## src/rtl/dmarb_pkg.sv

```systemverilog
package dmarb_pkg;
  localparam int          DW        = 32;
  localparam int          WIN_BYTES = 32;
  localparam logic [31:0] CSR_WMASK = 32'h0000_1FF1;
  localparam logic [31:0] CSR_RCLR  = 32'h0000_E008;
  localparam logic [31:0] AM_RST    = 32'hFFFF_FFFC;

  localparam int B_EN    = 0;
  localparam int B_BUSY  = 1;
  localparam int B_DONE  = 2;
  localparam int B_ERR   = 3;
  localparam int B_IEERR = 10;
  localparam int B_IEDON = 11;
  localparam int B_IECHK = 12;
  localparam int B_IERR  = 13;
  localparam int B_IDON  = 14;
  localparam int B_ICHK  = 15;

  typedef enum logic [2:0] {
    W_CSR, W_SZ, W_A0, W_AM0, W_A1, W_AM1, W_DESC, W_SWPTR
  } win_reg_e;

  typedef enum logic [2:0] {
    G_CSR, G_MSKA, G_MSKB, G_SRCA, G_SRCB, G_NONE
  } glob_e;

  function automatic logic [31:0] csr_merge(input logic [31:0] cur, input logic [31:0] wd);
    return (cur & ~CSR_WMASK) | (wd & CSR_WMASK);
  endfunction

  function automatic logic [31:0] csr_rclr(input logic [31:0] cur);
    return cur & ~CSR_RCLR;
  endfunction
endpackage

```

## src/rtl/dmarb_decode.sv

```systemverilog
module dmarb_decode
  import dmarb_pkg::*;
#(
  parameter int ADDR_W  = 8,
  parameter int NCH     = 4,
  parameter int CH_BASE = 32,
  localparam int CIW    = (NCH > 1) ? $clog2(NCH) : 1
) (
  input  logic              valid,
  input  logic              write,
  input  logic [ADDR_W-1:0] addr,
  output glob_e             gsel,
  output logic              ch_hit,
  output logic [CIW-1:0]    ch_idx,
  output win_reg_e          wreg,
  output logic [NCH-1:0]    wr_ch,
  output logic [NCH-1:0]    rd_csr,
  output logic              rd_srca,
  output logic              gwr,
  output logic              rd_null
);
  localparam logic [ADDR_W-1:0] BASE_A = ADDR_W'(CH_BASE);
  localparam logic [ADDR_W-1:0] NCH_A  = ADDR_W'(NCH);

  logic              in_ch;
  logic [ADDR_W-1:0] rel, idx_full, word;
  logic [2:0]        rsel;

  assign in_ch    = (addr >= BASE_A);
  assign rel      = addr - BASE_A;
  assign idx_full = ADDR_W'(rel / WIN_BYTES);
  assign rsel     = 3'((rel % WIN_BYTES) >> 2);
  assign wreg     = win_reg_e'(rsel);
  assign ch_hit   = in_ch && (idx_full < NCH_A);
  assign ch_idx   = CIW'(idx_full);
  assign word     = addr >> 2;

  always_comb begin
    gsel = G_NONE;
    if (!in_ch) begin
      case (word)
        ADDR_W'(0): gsel = G_CSR;
        ADDR_W'(1): gsel = G_MSKA;
        ADDR_W'(2): gsel = G_MSKB;
        ADDR_W'(3): gsel = G_SRCA;
        ADDR_W'(4): gsel = G_SRCB;
        default:    gsel = G_NONE;
      endcase
    end
  end

  always_comb begin
    wr_ch  = '0;
    rd_csr = '0;
    for (int i = 0; i < NCH; i++) begin
      if (valid && ch_hit && ch_idx == CIW'(i)) begin
        wr_ch[i]  = write;
        rd_csr[i] = !write && (wreg == W_CSR);
      end
    end
  end

  assign rd_srca = valid && !write && (gsel == G_SRCA);
  assign gwr     = valid && write && !in_ch;
  assign rd_null = valid && !write &&
                   ((!in_ch && (gsel == G_NONE || gsel == G_CSR)) || (in_ch && !ch_hit));
endmodule

```

## src/rtl/dmarb_channel.sv

```systemverilog
module dmarb_channel
  import dmarb_pkg::*;
(
  input  logic        clk,
  input  logic        rst_n,
  input  logic        wr_en,
  input  win_reg_e    wr_reg,
  input  logic [31:0] wdata,
  input  logic        rd_csr,
  input  logic        ev_done,
  input  logic        ev_err,
  input  logic        ev_chunk,
  input  logic        busy_i,
  input  logic        mask_bit,
  output logic [31:0] csr,
  output logic [31:0] sz,
  output logic [31:0] a0,
  output logic [31:0] am0,
  output logic [31:0] a1,
  output logic [31:0] am1,
  output logic [31:0] desc,
  output logic [31:0] swptr,
  output logic        start_o,
  output logic        cancel_o,
  output logic        raise_o
);
  logic        wr_csr, rs_done, rs_err, rs_chk;
  logic [31:0] csr_nx;

  assign wr_csr  = wr_en && (wr_reg == W_CSR);
  assign rs_done = mask_bit && ev_done  && csr[B_IEDON];
  assign rs_err  = mask_bit && ev_err   && csr[B_IEERR];
  assign rs_chk  = mask_bit && ev_chunk && csr[B_IECHK];
  assign raise_o = rs_done || rs_err || rs_chk;

  always_comb begin
    csr_nx = csr;
    if (rd_csr) csr_nx = csr_rclr(csr_nx);
    if (wr_csr) csr_nx = csr_merge(csr_nx, wdata);
    csr_nx[B_BUSY] = busy_i;
    if (ev_done) begin csr_nx[B_EN] = 1'b0; csr_nx[B_DONE] = 1'b1; end
    if (ev_err)  begin csr_nx[B_EN] = 1'b0; csr_nx[B_ERR]  = 1'b1; end
    if (rs_done) csr_nx[B_IDON] = 1'b1;
    if (rs_err)  csr_nx[B_IERR] = 1'b1;
    if (rs_chk)  csr_nx[B_ICHK] = 1'b1;
  end

  always_ff @(posedge clk or negedge rst_n) begin
    if (!rst_n) begin
      csr <= '0; sz <= '0; a0 <= '0; am0 <= AM_RST;
      a1 <= '0; am1 <= AM_RST; desc <= '0; swptr <= '0;
      start_o <= 1'b0; cancel_o <= 1'b0;
    end else begin
      csr      <= csr_nx;
      start_o  <= wr_csr && !csr[B_EN] && wdata[B_EN];
      cancel_o <= wr_csr && !wdata[B_EN];
      if (wr_en) begin
        case (wr_reg)
          W_SZ:    sz    <= wdata;
          W_A0:    a0    <= wdata;
          W_AM0:   am0   <= wdata;
          W_A1:    a1    <= wdata;
          W_AM1:   am1   <= wdata;
          W_DESC:  desc  <= wdata;
          W_SWPTR: swptr <= wdata;
          default: ;
        endcase
      end
    end
  end
endmodule

```

## src/rtl/dmarb_irq.sv

```systemverilog
module dmarb_irq
  import dmarb_pkg::*;
#(
  parameter int NCH = 4
) (
  input  logic           clk,
  input  logic           rst_n,
  input  logic [NCH-1:0] raise,
  input  logic           gwr,
  input  glob_e          gsel,
  input  logic [31:0]    wdata,
  input  logic           rd_srca,
  output logic [31:0]    mska,
  output logic [31:0]    mskb,
  output logic [31:0]    srca,
  output logic [31:0]    srcb,
  output logic           irq
);
  logic [31:0] pick;

  always_comb begin
    pick = '0;
    for (int i = NCH - 1; i >= 0; i--)
      if (raise[i]) pick = 32'(1) << i;
  end

  always_ff @(posedge clk or negedge rst_n) begin
    if (!rst_n) begin
      mska <= '0; mskb <= '0; srca <= '0; srcb <= '0; irq <= 1'b0;
    end else begin
      if (gwr && gsel == G_MSKA) mska <= wdata;
      if (gwr && gsel == G_MSKB) mskb <= wdata;
      if (gwr && gsel == G_SRCB) srcb <= wdata;
      if (|raise)                      srca <= pick;
      else if (rd_srca)                srca <= '0;
      else if (gwr && gsel == G_SRCA)  srca <= wdata;
      if (|raise)                      irq <= 1'b1;
      else if (rd_srca && srca != '0)  irq <= 1'b0;
    end
  end
endmodule

```

## src/rtl/dma_regbank.sv

```systemverilog
module dma_regbank
  import dmarb_pkg::*;
#(
  parameter int ADDR_W  = 8,
  parameter int NCH     = 4,
  parameter int CH_BASE = 32,
  localparam int CIW    = (NCH > 1) ? $clog2(NCH) : 1,
  localparam int VW     = NCH * DW
) (
  input  logic              clk,
  input  logic              rst_n,
  input  logic              bus_valid,
  input  logic              bus_write,
  input  logic [ADDR_W-1:0] bus_addr,
  input  logic [31:0]       bus_wdata,
  output logic [31:0]       bus_rdata,
  output logic              bus_rvalid,
  output logic [VW-1:0]     ch_csr_o,
  output logic [VW-1:0]     ch_sz_o,
  output logic [VW-1:0]     ch_a0_o,
  output logic [VW-1:0]     ch_am0_o,
  output logic [VW-1:0]     ch_a1_o,
  output logic [VW-1:0]     ch_am1_o,
  output logic [VW-1:0]     ch_desc_o,
  output logic [VW-1:0]     ch_swptr_o,
  output logic [NCH-1:0]    ch_start_o,
  output logic [NCH-1:0]    ch_cancel_o,
  input  logic [NCH-1:0]    ch_done_i,
  input  logic [NCH-1:0]    ch_err_i,
  input  logic [NCH-1:0]    ch_chunk_i,
  input  logic [NCH-1:0]    ch_busy_i,
  output logic              irq_o
);
  glob_e          gsel;
  win_reg_e       wreg;
  logic           ch_hit, rd_srca_w, gwr, rd_null_w;
  logic [CIW-1:0] ch_idx;
  logic [NCH-1:0] wr_ch, rd_csr_w, raise_w, wr_csr_w, ev_any_w;
  logic [31:0]    mska, mskb, srca, srcb, rd_mux;
  logic [31:0]    csr_a [NCH];
  logic [31:0]    sz_a [NCH];
  logic [31:0]    a0_a [NCH];
  logic [31:0]    am0_a [NCH];
  logic [31:0]    a1_a [NCH];
  logic [31:0]    am1_a [NCH];
  logic [31:0]    desc_a [NCH];
  logic [31:0]    swp_a [NCH];

  dmarb_decode #(.ADDR_W(ADDR_W), .NCH(NCH), .CH_BASE(CH_BASE)) u_dec (
    .valid(bus_valid), .write(bus_write), .addr(bus_addr),
    .gsel(gsel), .ch_hit(ch_hit), .ch_idx(ch_idx), .wreg(wreg),
    .wr_ch(wr_ch), .rd_csr(rd_csr_w), .rd_srca(rd_srca_w),
    .gwr(gwr), .rd_null(rd_null_w)
  );

  for (genvar g = 0; g < NCH; g++) begin : g_ch
    dmarb_channel u_ch (
      .clk(clk), .rst_n(rst_n), .wr_en(wr_ch[g]), .wr_reg(wreg),
      .wdata(bus_wdata), .rd_csr(rd_csr_w[g]),
      .ev_done(ch_done_i[g]), .ev_err(ch_err_i[g]), .ev_chunk(ch_chunk_i[g]),
      .busy_i(ch_busy_i[g]), .mask_bit(mska[g]),
      .csr(csr_a[g]), .sz(sz_a[g]), .a0(a0_a[g]), .am0(am0_a[g]),
      .a1(a1_a[g]), .am1(am1_a[g]), .desc(desc_a[g]), .swptr(swp_a[g]),
      .start_o(ch_start_o[g]), .cancel_o(ch_cancel_o[g]), .raise_o(raise_w[g])
    );
    assign ch_csr_o[g*DW +: DW]   = csr_a[g];
    assign ch_sz_o[g*DW +: DW]    = sz_a[g];
    assign ch_a0_o[g*DW +: DW]    = a0_a[g];
    assign ch_am0_o[g*DW +: DW]   = am0_a[g];
    assign ch_a1_o[g*DW +: DW]    = a1_a[g];
    assign ch_am1_o[g*DW +: DW]   = am1_a[g];
    assign ch_desc_o[g*DW +: DW]  = desc_a[g];
    assign ch_swptr_o[g*DW +: DW] = swp_a[g];
    assign wr_csr_w[g] = wr_ch[g] && (wreg == W_CSR);
    assign ev_any_w[g] = ch_done_i[g] || ch_err_i[g] || ch_chunk_i[g];
  end

  dmarb_irq #(.NCH(NCH)) u_irq (
    .clk(clk), .rst_n(rst_n), .raise(raise_w), .gwr(gwr), .gsel(gsel),
    .wdata(bus_wdata), .rd_srca(rd_srca_w),
    .mska(mska), .mskb(mskb), .srca(srca), .srcb(srcb), .irq(irq_o)
  );

  always_comb begin
    rd_mux = '0;
    if (ch_hit) begin
      case (wreg)
        W_CSR:   rd_mux = csr_a[ch_idx];
        W_SZ:    rd_mux = sz_a[ch_idx];
        W_A0:    rd_mux = a0_a[ch_idx];
        W_AM0:   rd_mux = am0_a[ch_idx];
        W_A1:    rd_mux = a1_a[ch_idx];
        W_AM1:   rd_mux = am1_a[ch_idx];
        W_DESC:  rd_mux = desc_a[ch_idx];
        default: rd_mux = swp_a[ch_idx];
      endcase
    end else begin
      case (gsel)
        G_MSKA:  rd_mux = mska;
        G_MSKB:  rd_mux = mskb;
        G_SRCA:  rd_mux = srca;
        G_SRCB:  rd_mux = srcb;
        default: rd_mux = '0;
      endcase
    end
  end

  always_ff @(posedge clk or negedge rst_n) begin
    if (!rst_n) begin
      bus_rdata  <= '0;
      bus_rvalid <= 1'b0;
    end else begin
      bus_rvalid <= bus_valid && !bus_write;
      if (bus_valid && !bus_write) bus_rdata <= rd_mux;
    end
  end
endmodule

```

## config.mk

```make
export PLATFORM = sky130hd
export DESIGN_NAME = dma_regbank
export DESIGN_NICKNAME = d
export VERILOG_FILES = /design/src/rtl/dmarb_pkg.sv /design/src/rtl/dmarb_decode.sv /design/src/rtl/dmarb_channel.sv /design/src/rtl/dmarb_irq.sv /design/src/rtl/dma_regbank.sv
export SDC_FILE = /design/constraint.sdc
export NUM_CORES = 2
export LEC_CHECK = 0
export ABC_AREA = 0
export CAP_MARGIN = 20
export CORE_AREA = 3 3 434 436
export DETAILED_ROUTE_END_ITERATION = 8
export DIE_AREA = 0 0 437 439
export DONT_BUFFER_PORTS = 1
export PLACE_DENSITY_LB_ADDON = 0.2
export SLEW_MARGIN = 20
export SYNTH_ARGS = -nofsm -noshare
export SYNTH_HDL_FRONTEND = slang
export SYNTH_SLANG_ARGS = --single-unit
```

## constraint.sdc

```tcl
create_clock -name clk -period 4.8 [get_ports clk]
set_input_delay 0.24 -clock clk [delete_from_list [all_inputs] [get_ports clk]]
set_output_delay 0.24 -clock clk [all_outputs]
set_load 0.005 [all_outputs]
```

==> impl_metrics.toml <==
[setup_path]
crit_slowest_cell = "nand2_4"
cp_cell_sequence = "buf_16, inv_1, ha_1, or2_1, o21ai_4, and3_1, nand2_4, mux2_2, dlygate4sd3_1"
worst-r2r-setup-slack_ns = 1.07
cp.arrival_ns = 4.59
r2r_start = "g_ch[0].u_ch.csr[11]"
slowest_delay_ns = 0.69
path_max_fanout = 89
crit_type = "primary input to flop"
crit_path_start_kind = "primary input"
worstRegToRegCells = 6
reg2reg_to = "u_irq.srca[9]"
cp.buffers_inverters = 3
critPathRequiredTime_ns = 5.50
endpoint_kind = "flop"
critPathTopFamily = "simple AND/OR/NAND/NOR gates"

[layout]
design_area_um2 = 61200
synthToLayoutAreaGrowth_pct = 18.1
seq_area_um2 = 28600
layout-drive-gt1-share_pct = 46.9
fill_cells = 18300
fin_nets = 3726
multi_input_comb_area_um2 = 21700

[floorplan]
core-area_um2 = 185000
die_area_um2 = 192000
start_util_pct = 28.0
ios = 1126
die_height_um = 439
die_x_um = 437
fp-row-count = 158

[logic_synthesis]
ys_seq_elements = 1130
synth_cells = 3611
synth.distinct_cells = 73
yosys.area.top_type = "dfrtp_1"
avgSynthCellArea_um2 = 14.3
synthArstFlopShare_pct = 100
synth_edf_count = 0
synth_seq_area_share_pct = 55.2
synthTopCellsByArea = "dfrtp_1 (43%), mux2_2 (22%), dfstp_2 (12%)"
syn_area_um2 = 51800
yosysWarningCount = 0
synth-main-ff-cell = "dfrtp_1"
synth_top_area_share_pct = 43.0

[cts]
cts_root_buf = "clkbuf_16"
clk_latency_ns = 0.81
htreeDepth = 4
tritoncts = "done"
tritoncts.num_buffers = 141
cts_resized = 0
path_clk_slew_ns = 0.06
clock_sinks = 1130
cts_buffer_depth = 3

[timing]
hold_violations = 0
fin_crit_ns = 3.89
setup_viol = 0
slew_viol_final = 0
worstMarginPinSlew_ns = 1.28
max_freq_mhz = 257
fin_crit_sh_pct = 81.1
clock_skew_ns = 0.0343
rsz0062_at_grt = "false"
finalSetupTns_ns = 0
slew_headroom_pct = 14.7

[hold_path]
min-delay-start = "bus_wdata[15]"
holdPathStages = 2
worstHoldEndpoint = "g_ch[0].u_ch.am0[15]"
hp-class = "primary input to flop"

[placed_design]
post_dp_cell_area_um2 = 54500
gp_congestion = 0.817
post-dp-hpwl_um = 176000
port_buffers = 0

[global_route]
grt_first_pass_wirelength_um = 348000
grt_max_degree = 1131
grt_usage_pct = 26.8
antenna_found_initial = 21
grt_pass1_vias = 35100
grt_overflow_total = 0

[detailed_routing]
wl_per_cell_um = 42.4
drt_pass1_iterations = 5
post-route-drc-count = 0
antenna_left = 0
num_vias = 34300
vias_per_cell = 5.48
drt_iter0_drc = 2660
wirelength_um = 265000

[outcome]
status = "completed"

[job]
maxCapViolCount = 0

[pwr]
powerDensity_nw_per_um2 = 406
irDropWorstVdd_uv = 315
p_leak_uw = 0.0284
area by class of cell:
| class | count | area share (%) |
|---|---|---|
| sequential | 1130 | 46.7 |
| multi-input combinational | 2122 | 35.5 |
| clock buffer | 217 | 6.73 |
| tap | 2480 | 5.07 |
| timing repair buffer | 256 | 4.88 |
| clock inverter | 44 | 1.02 |
| inverter | 10 | 0.0655 |
| antenna | 8 | 0.0327 |
metrics by stage:
step / hold WS, ns / setup WS (ns) / std cells / power (uW) / util [%]
after floorplan: -0.0556 / 2.17 / 3674 / 12500 / -
after global placement: -0.0289 / 1.12 / 5856 / 13400 / 29.5
after detailed placement: -0.0283 / 1.04 / 5856 / 13400 / 29.5
after CTS: -0.920 / 1.12 / 6248 / 24900 / 32.9
after global routing: 0.0516 / 0.820 / 6261 / 25700 / 33.0
final: 0.0881 / 0.908 / 6267 / 24800 / 33.1
synth_stat cells (7+ instances only):
| cell | n |
|---|---|
| mux2_2 | 994 |
| dfrtp_1 | 890 |
| dfstp_2 | 240 |
| mux2i_1 | 236 |
| buf_2 | 163 |
| clkbuf_1 | 143 |
| mux4_2 | 100 |
| o22ai_1 | 90 |
| buf_4 | 83 |
| mux2_1 | 83 |
| nand2_1 | 78 |
| a22oi_1 | 75 |
| o221ai_1 | 37 |
| a22o_1 | 35 |
| nor2_1 | 30 |
| a21oi_1 | 27 |
| o21ai_0 | 22 |
| nor4_1 | 21 |
| buf_1 | 20 |
| nand3_1 | 20 |
| o22a_1 | 16 |
| a31oi_1 | 14 |
| nor3_1 | 13 |
| a32o_1 | 12 |
| nand4_1 | 12 |
| a221oi_1 | 11 |
| and3_1 | 11 |
| inv_1 | 9 |
| a32oi_1 | 7 |
how the worst max path moves through the flow:
stage	startpoint	endpoint	slack, ns	cells after the start
floorplan	bus_addr[5]	bus_rdata[13]	2.17	12
global placement	bus_addr[5]	g_ch[1].u_ch.swptr[9]	1.12	8
detailed placement	bus_addr[5]	g_ch[1].u_ch.swptr[8]	1.04	8
CTS	g_ch[0].u_ch.csr[11]	u_irq.srca[9]	1.12	6
global route	bus_addr[5]	g_ch[1].u_ch.swptr[14]	0.82	9
finish	bus_addr[5]	g_ch[1].u_ch.swptr[14]	0.91	9
registers in the layout, summed over array words and instances (netlist names):
signal / count
g_ch.u_ch.a0: 128
g_ch.u_ch.a1: 128
g_ch.u_ch.am0: 128
g_ch.u_ch.am1: 128
g_ch.u_ch.desc: 128
g_ch.u_ch.swptr: 128
g_ch.u_ch.sz: 128
g_ch.u_ch.csr: 64
bus_rdata: 32
u_irq.mska: 32
u_irq.mskb: 32
u_irq.srca: 32
u_irq.srcb: 32
g_ch.u_ch.cancel_o: 4
g_ch.u_ch.start_o: 4
bus_rvalid: 1
u_irq.irq: 1
timing repair:
action	4_1_cts	5_1_grt
setup buffers	0	0
hold endpoints to repair	2248	187
hold buffers	131	2
per-layer routing:
| layer | track usage [%] | wire, um | vias up |
|---|---|---|---|
| met2 | 45.7 | 132000 | 1448 |
| met4 | 8.66 | 8690 | 4 |
| met5 | 0 | 29 | - |
| li1 | - | - | 13500 |
| met3 | 8.04 | 20200 | 352 |
| met1 | 32.2 | 105000 | 19000 |
cells in the final DEF, fill, tap and decap left out, drive strengths merged, types with 78 or more instances in the layout:
master and count:
mux2 1077, dfrtp 890, dfstp 240, mux2i 236, clkbuf 217, buf 157, mux4 100, dlygate4sd3 99
o22ai 90, nand2 78
cell families after synthesis:
logic type	Yosys count	share of synthesized area, %
muxes	1413	32.3
DFF	1130	55.2
buffers and inverters	422	4.10
AOI/OAI and AO/OA	392	5.61
and+or+nand+nor	248	2.66
adders and majority gates	5	0.121
other	1	0.00724
report_power, final:
part	total (uW)	switching (uW)	internal, uW
Clock	11000	4640	6360
Sequential	11400	1060	10400
Combinational	2380	1300	1090
No activity file was read; power rests on OpenSTA's default activity.
